$ cat config.mk
export PLATFORM = sky130hd
export DESIGN_NAME = burst_addr_counter
export DESIGN_NICKNAME = d
export VERILOG_FILES = /design/src/rtl/burst_addr_pkg.sv /design/src/rtl/burst_ctrl.sv /design/src/rtl/burst_datapath.sv /design/src/rtl/burst_addr_counter.sv
export SDC_FILE = /design/constraint.sdc
export NUM_CORES = 1
export LEC_CHECK = 0
export ABC_AREA = 1
export CAP_MARGIN = 20
export CORE_MARGIN = 4
export CORE_UTILIZATION = 38
export CTS_CLUSTER_DIAMETER = 50
export DETAILED_ROUTE_END_ITERATION = 8
export PLACE_DENSITY = 0.76
export SLEW_MARGIN = 25
export SYNTH_ARGS = -nofsm -noshare
export SYNTH_HDL_FRONTEND = slang
export SYNTH_SLANG_ARGS = --single-unit
$ cat constraint.sdc
create_clock -name clk -period 1.4 [get_ports clk]
set_input_delay 0.28 -clock clk [delete_from_list [all_inputs] [get_ports clk]]
set_output_delay 0.28 -clock clk [all_outputs]
set_load 0.02 [all_outputs]
$ cat src/rtl/burst_addr_pkg.sv
package burst_addr_pkg;
  localparam int OFS_W = 2;

  typedef struct packed {
    logic load;  // capture address, clear beat count
    logic step;  // advance beat count
  } ctrlStrobes_t;

  typedef enum logic {
    ORDER_LINEAR     = 1'b0,
    ORDER_INTERLEAVE = 1'b1
  } burstOrder_e;
endpackage

$ cat src/rtl/burst_ctrl.sv
module burst_ctrl
  import burst_addr_pkg::*;
(
  input  logic         startProc,
  input  logic         startCtrl,
  input  logic         advanceN,
  output ctrlStrobes_t strobes
);
  always_comb begin
    strobes.load = startProc | startCtrl;
    // a start wins over an advance in the same cycle
    strobes.step = ~strobes.load & ~advanceN;
  end
endmodule

$ cat src/rtl/burst_datapath.sv
module burst_datapath
  import burst_addr_pkg::*;
#(
  parameter int ADDR_W = 18
) (
  input  logic              clk,
  input  logic              rstN,
  input  ctrlStrobes_t      strobes,
  input  logic              orderSel,
  input  logic [ADDR_W-1:0] addrIn,
  output logic [OFS_W-1:0]  burstOffset,
  output logic [ADDR_W-1:0] burstAddr
);
  localparam int UPPER_W = ADDR_W - OFS_W;

  logic [UPPER_W-1:0] upperReg;
  logic [OFS_W-1:0]   startOfs;
  logic [OFS_W-1:0]   beatCount;
  burstOrder_e        order;

  always_ff @(posedge clk) begin
    if (!rstN) begin
      upperReg  <= '0;
      startOfs  <= '0;
      beatCount <= '0;
    end else if (strobes.load) begin
      upperReg  <= addrIn[ADDR_W-1:OFS_W];
      startOfs  <= addrIn[OFS_W-1:0];
      beatCount <= '0;
    end else if (strobes.step) begin
      beatCount <= beatCount + 1'b1;
    end
  end

  always_comb begin
    order = burstOrder_e'(orderSel);
    unique case (order)
      ORDER_LINEAR:     burstOffset = startOfs + beatCount;
      ORDER_INTERLEAVE: burstOffset = startOfs ^ beatCount;
      default:          burstOffset = startOfs;
    endcase
    burstAddr = {upperReg, burstOffset};
  end
endmodule

$ cat src/rtl/burst_addr_counter.sv
module burst_addr_counter
  import burst_addr_pkg::*;
#(
  parameter int ADDR_W = 18
) (
  input  logic              clk,
  input  logic              rstN,
  input  logic              startProc,
  input  logic              startCtrl,
  input  logic              advanceN,
  input  logic              orderSel,
  input  logic [ADDR_W-1:0] addrIn,
  output logic [1:0]        burstOffset,
  output logic [ADDR_W-1:0] burstAddr
);
  ctrlStrobes_t strobes;

  burst_ctrl u_ctrl (
    .startProc(startProc),
    .startCtrl(startCtrl),
    .advanceN (advanceN),
    .strobes  (strobes)
  );

  burst_datapath #(.ADDR_W(ADDR_W)) u_dp (
    .clk        (clk),
    .rstN       (rstN),
    .strobes    (strobes),
    .orderSel   (orderSel),
    .addrIn     (addrIn),
    .burstOffset(burstOffset),
    .burstAddr  (burstAddr)
  );
endmodule

Word level (Yosys, flattened, before mapping)
Index checks and enable logic that the tools add are counted.
{"block": "op_classes", "add_sub_neg": 2, "mux": 1, "n_bitwise": 7, "reduce_logical": 1}
{"operator": "$not 1->1", "count": 4}
{"operator": "$pmux 2 s2", "count": 1}
{"operator": "$add 2x1->2 const B", "count": 1}
{"operator": "$add 2x2->2", "count": 1}
{"operator": "$reduce_or 2->1", "count": 1}
{"operator": "$xor 2x2->2", "count": 1}
{"operator": "$and 1x1->1", "count": 1}
{"operator": "$or 1x1->1", "count": 1}
{"block": "totals", "reg_bits": 20, "in_bits": 24, "out_inout_bits": 20, "wordCells": 14}

Logic depth before layout (Yosys ltp)
{"block": "depth", "ltp_word": 3, "depth_mapped": 7, "depth_no_buf": 6}

By module
From an unflattened synthesis, not the netlist that was laid out.
{"block": "hier_totals", "cells_unflattened": 109, "hier_area_um2": 822.0}
{"module": "burst_datapath", "n_inst": 1, "cells_per_inst": 105, "area_per_inst_um2": 802.0, "seq_area_each_um2": 400.4}
{"module": "burst_ctrl", "n_inst": 1, "cells_per_inst": 4, "area_per_inst_um2": 20.0, "seq_area_each_um2": 0.0}

Least setup slack after synthesis
No wires, ideal clock.
{"block": "synth_timing", "kind": "flip-flop to output port", "start": "register u_dp.beatCount[0]", "end": "output burstOffset[1]", "t_arrival_ns": 0.997, "t_required_ns": 1.120, "slack_ns": 0.123, "stages_incl_launch_ff": 8, "path_buffers": 1, "path_cell_list": "dfxtp_1 -> ha_1 -> inv_1 -> nor2_1 -> nand3_1 -> nand2_1 -> inv_1 -> buf_4"}
{"block": "synth_between", "elab_chain_cells": 2}
{"element": "start: declaration", "line": "burst_datapath.sv:18", "rtl": "logic [OFS_W-1:0] beatCount;"}
{"element": "start signal: assignment", "line": "burst_datapath.sv:31", "rtl": "beatCount <= beatCount + 1'b1;"}
{"element": "$add 2x2->2", "line": "burst_datapath.sv:38", "rtl": "ORDER_LINEAR: burstOffset = startOfs + beatCount;"}
{"element": "$pmux 2 s2", "line": "burst_datapath.sv:37", "rtl": "unique case (order)"}
{"element": "end: declaration", "line": "burst_addr_counter.sv:13", "rtl": "output logic [1:0] burstOffset,"}
Every way passes these cells.

Worst setup path after layout
{"block": "layout_timing", "start": "register u_dp.beatCount[0]", "end": "output burstAddr[1]"}
{"block": "layout_between", "elab_chain_cells": 2}
{"element": "$add 2x2->2", "line": "burst_datapath.sv:38"}
{"element": "$pmux 2 s2", "line": "burst_datapath.sv:37"}
{"element": "end: declaration", "line": "burst_addr_counter.sv:14", "rtl": "output logic [ADDR_W-1:0] burstAddr"}
Every way passes these cells.

==> flow_metrics.py <==
metrics = {
    "global_route": {
        "grt_pass1_wl_mm": 3.55,
        "grt.total_usage": 0.140,
        "overflow": 0,
        "grt_max_degree": 20,
        "grt_pass1_vias": 858,
        "antenna_found_initial": 0,
    },
    "timing": {
        "worst_slew_pin_slew_ns": 0.275,
        "setup_ws_ns": -0.0914,
        "holdWs_ns": 0.493,
        "finalSetupViolCount": 2,
        "slew_violations": 0,
        "period_share": 1.07,
        "clock_skew_ns": 0.000321,
        "rsz0062_at_grt": "yes",
        "hold_viol_final": 0,
        "worst_slew_margin_rel": 0.816,
        "tns_ns": -0.182,
        "clock.fmax_ghz": 0.671,
        "post-route-min-period_ns": 1.49,
    },
    "worst_hold_path": {
        "min_path_type": "reg2reg",
    },
    "place": {
        "io_buffers": 43,
        "dpl_worst_slack_ns": -0.463,
        "gp_congestion": 0.733,
        "post-dp-hpwl_mm": 1.62,
    },
    "worst_setup_path": {
        "crit_fanout": 2,
        "startpoint_type": "flop",
        "crit_type": "reg2out",
        "arrival_ns": 1.21,
        "cp.required_ns": 1.12,
        "end_kind": "primary output",
    },
    "power_and_ir_drop": {
        "leakage_nw": 0.601,
        "irDropWorstVdd_uv": 533,
        "powerDensity_nw_per_um2": 937,
        "power_w": 0.00125,
    },
    "logic_synthesis": {
        "syn_area_um2": 855,
        "ys_seq_area_frac": 0.469,
        "synthTopCellsByArea": "dfxtp_1 47%, nor3_1 11%, o21ai_0 11%",
        "synth_top_area_share": 0.469,
        "synth_cell_types": 18,
        "avgSynthCellArea_um2": 7.84,
        "synth_seq_cells": 20,
        "synth_warnings": 0,
        "synth_top_cell_by_area": "dfxtp_1",
        "synth_nets": 134,
        "synth_cells": 109,
    },
    "layout": {
        "mostFrequentLayoutCells": "23 x clkdlybuf4s50_1, 22 x nor2_1, 18 x nor3_1, 18 x o21ai_0, 18 x dfxtp_1",
        "antenna_cells": 0,
        "fillers": 199,
        "layout_commonest_cell": "clkdlybuf4s50_1",
        "drive_gt1_frac": 0.144,
        "multi_input_area_um2": 369,
        "nets": 179,
        "seq_area_um2": 403,
        "area_delta_synth_final_pct": 55.5,
    },
    "route": {
        "drc": 0,
        "firstDrtPassIters": 4,
        "vias": 843,
        "dr.first_iter.drc_count": 3,
        "vias_per_cell": 4.68,
        "wl_per_cell_um": 11.6,
        "final_antenna_net_count": 0,
        "wl_mm": 2.08,
    },
    "floorplan": {
        "initial_utilization": 0.419,
        "io_pins": 44,
        "fp.dieW_um": 55.4,
        "rows": 16,
        "die_height_um": 55.4,
        "core_um2": 2040,
        "die_area_um2": 3070,
    },
    "clock_tree": {
        "htree_levels": 1,
        "clk_pin_slew_ns": 0.11,
        "cts_tree": "built",
        "cts_made_buffers": 3,
        "post_cts_buffers": 0,
        "clock-sinks": 20,
        "clockBufferDepth": 2,
        "clock_latency_ns": 0.29,
        "clock-root-buffer": "clkbuf_4",
    },
    "status": {
        "violations": "negative setup slack",
        "outcome": "finished, violations left",
    },
    "job": {
        "cap_violations": 0,
    },
}
## layer usage
metal  up-vias  part of all wire  track usage  routed length (µm)
met5         -                 0            0                   0
met4         0            0.0067       0.0521                  14
met3         2             0.090       0.0629                 188
met2        25              0.51        0.245                1060
met1       373              0.39        0.146                 813
li1        443                 -            -                   -
## state kept, by name (all words and copies together) (netlist names)
signal,count
u_dp.upperReg,16
u_dp.beatCount,2
u_dp.startOfs,2
## cells by family after synthesis
family,after synthesis,share of synthesized area
adder cells (fa/ha/maj),1,0.0146
flip-flops,20,0.469
AND/OR/NAND/NOR,53,0.291
buffers and inverters,16,0.114
AO/OA/AOI/OAI,19,0.111
## stage by stage
stage | cells | utilization | area, µm²
after global placement | 176 | 0.639 | 1310
after detailed placement | 176 | 0.639 | 1310
after CTS | 180 | 0.638 | 1300
final | 180 | 0.651 | 1330
after floorplan | 109 | - | 855
after global routing | 180 | 0.651 | 1330
## cells in the mapped netlist
library cell  count
nor3_1           18
nor3_2            1
clkbuf_2          1
buf_8             1
buf_6             1
nand2_2           1
ha_1              1
nor2_8            1
buf_2             2
nand3_1           2
buf_4             3
clkbuf_4          1
nor2_1           22
dfxtp_1          20
inv_1             7
o21ai_0          18
nand2_1           8
o21ai_1           1
## power by group
part / leakage (nW) / switching [W] / total [W] / internal (W)
sequential: 0.167 / 0.0000200 / 0.000628 / 0.000608
clock: 0.0210 / 0.000166 / 0.000325 / 0.000158
combinational: 0.413 / 0.000149 / 0.000293 / 0.000144
## what timing repair did
action	CTS	global route
resized for setup	34	8
setup endpoints to repair	20	4
hold buffers	0	0
## final cells by class
| class | instances | share of cell area |
|---|---|---|
| Inverter | 7 | 0.0198 |
| Multi-Input combinational cell | 73 | 0.278 |
| Sequential cell | 20 | 0.303 |
| Clock buffer | 4 | 0.0273 |
| Timing Repair Buffer | 49 | 0.347 |
| Tap cell | 27 | 0.0254 |
## final timing paths
kind / startpoint / to / slack (ns) / cells after the start
max reg2reg: u_dp.beatCount[0]$_SDFFE_PP0P_ / u_dp.beatCount[1]$_SDFFE_PP0P_ / 0.47 / 6
min reg2reg: u_dp.upperReg[14]$_SDFFE_PN0P_ / u_dp.upperReg[14]$_SDFFE_PN0P_ / 0.49 / 2
max: u_dp.beatCount[0]$_SDFFE_PP0P_ / burstAddr[1] / -0.09 / 7
min: u_dp.upperReg[14]$_SDFFE_PN0P_ / u_dp.upperReg[14]$_SDFFE_PN0P_ / 0.49 / 2
## critical path: stages, from the launching register on
cell	delay (ns)
dfxtp_2	0.36
ha_4	0.13
inv_2	0.03
nor2_1	0.08
nand3_1	0.07
nand2_1	0.07
inv_2	0.04
buf_6	0.12
Note: power is estimated with default switching activity, not from simulation.
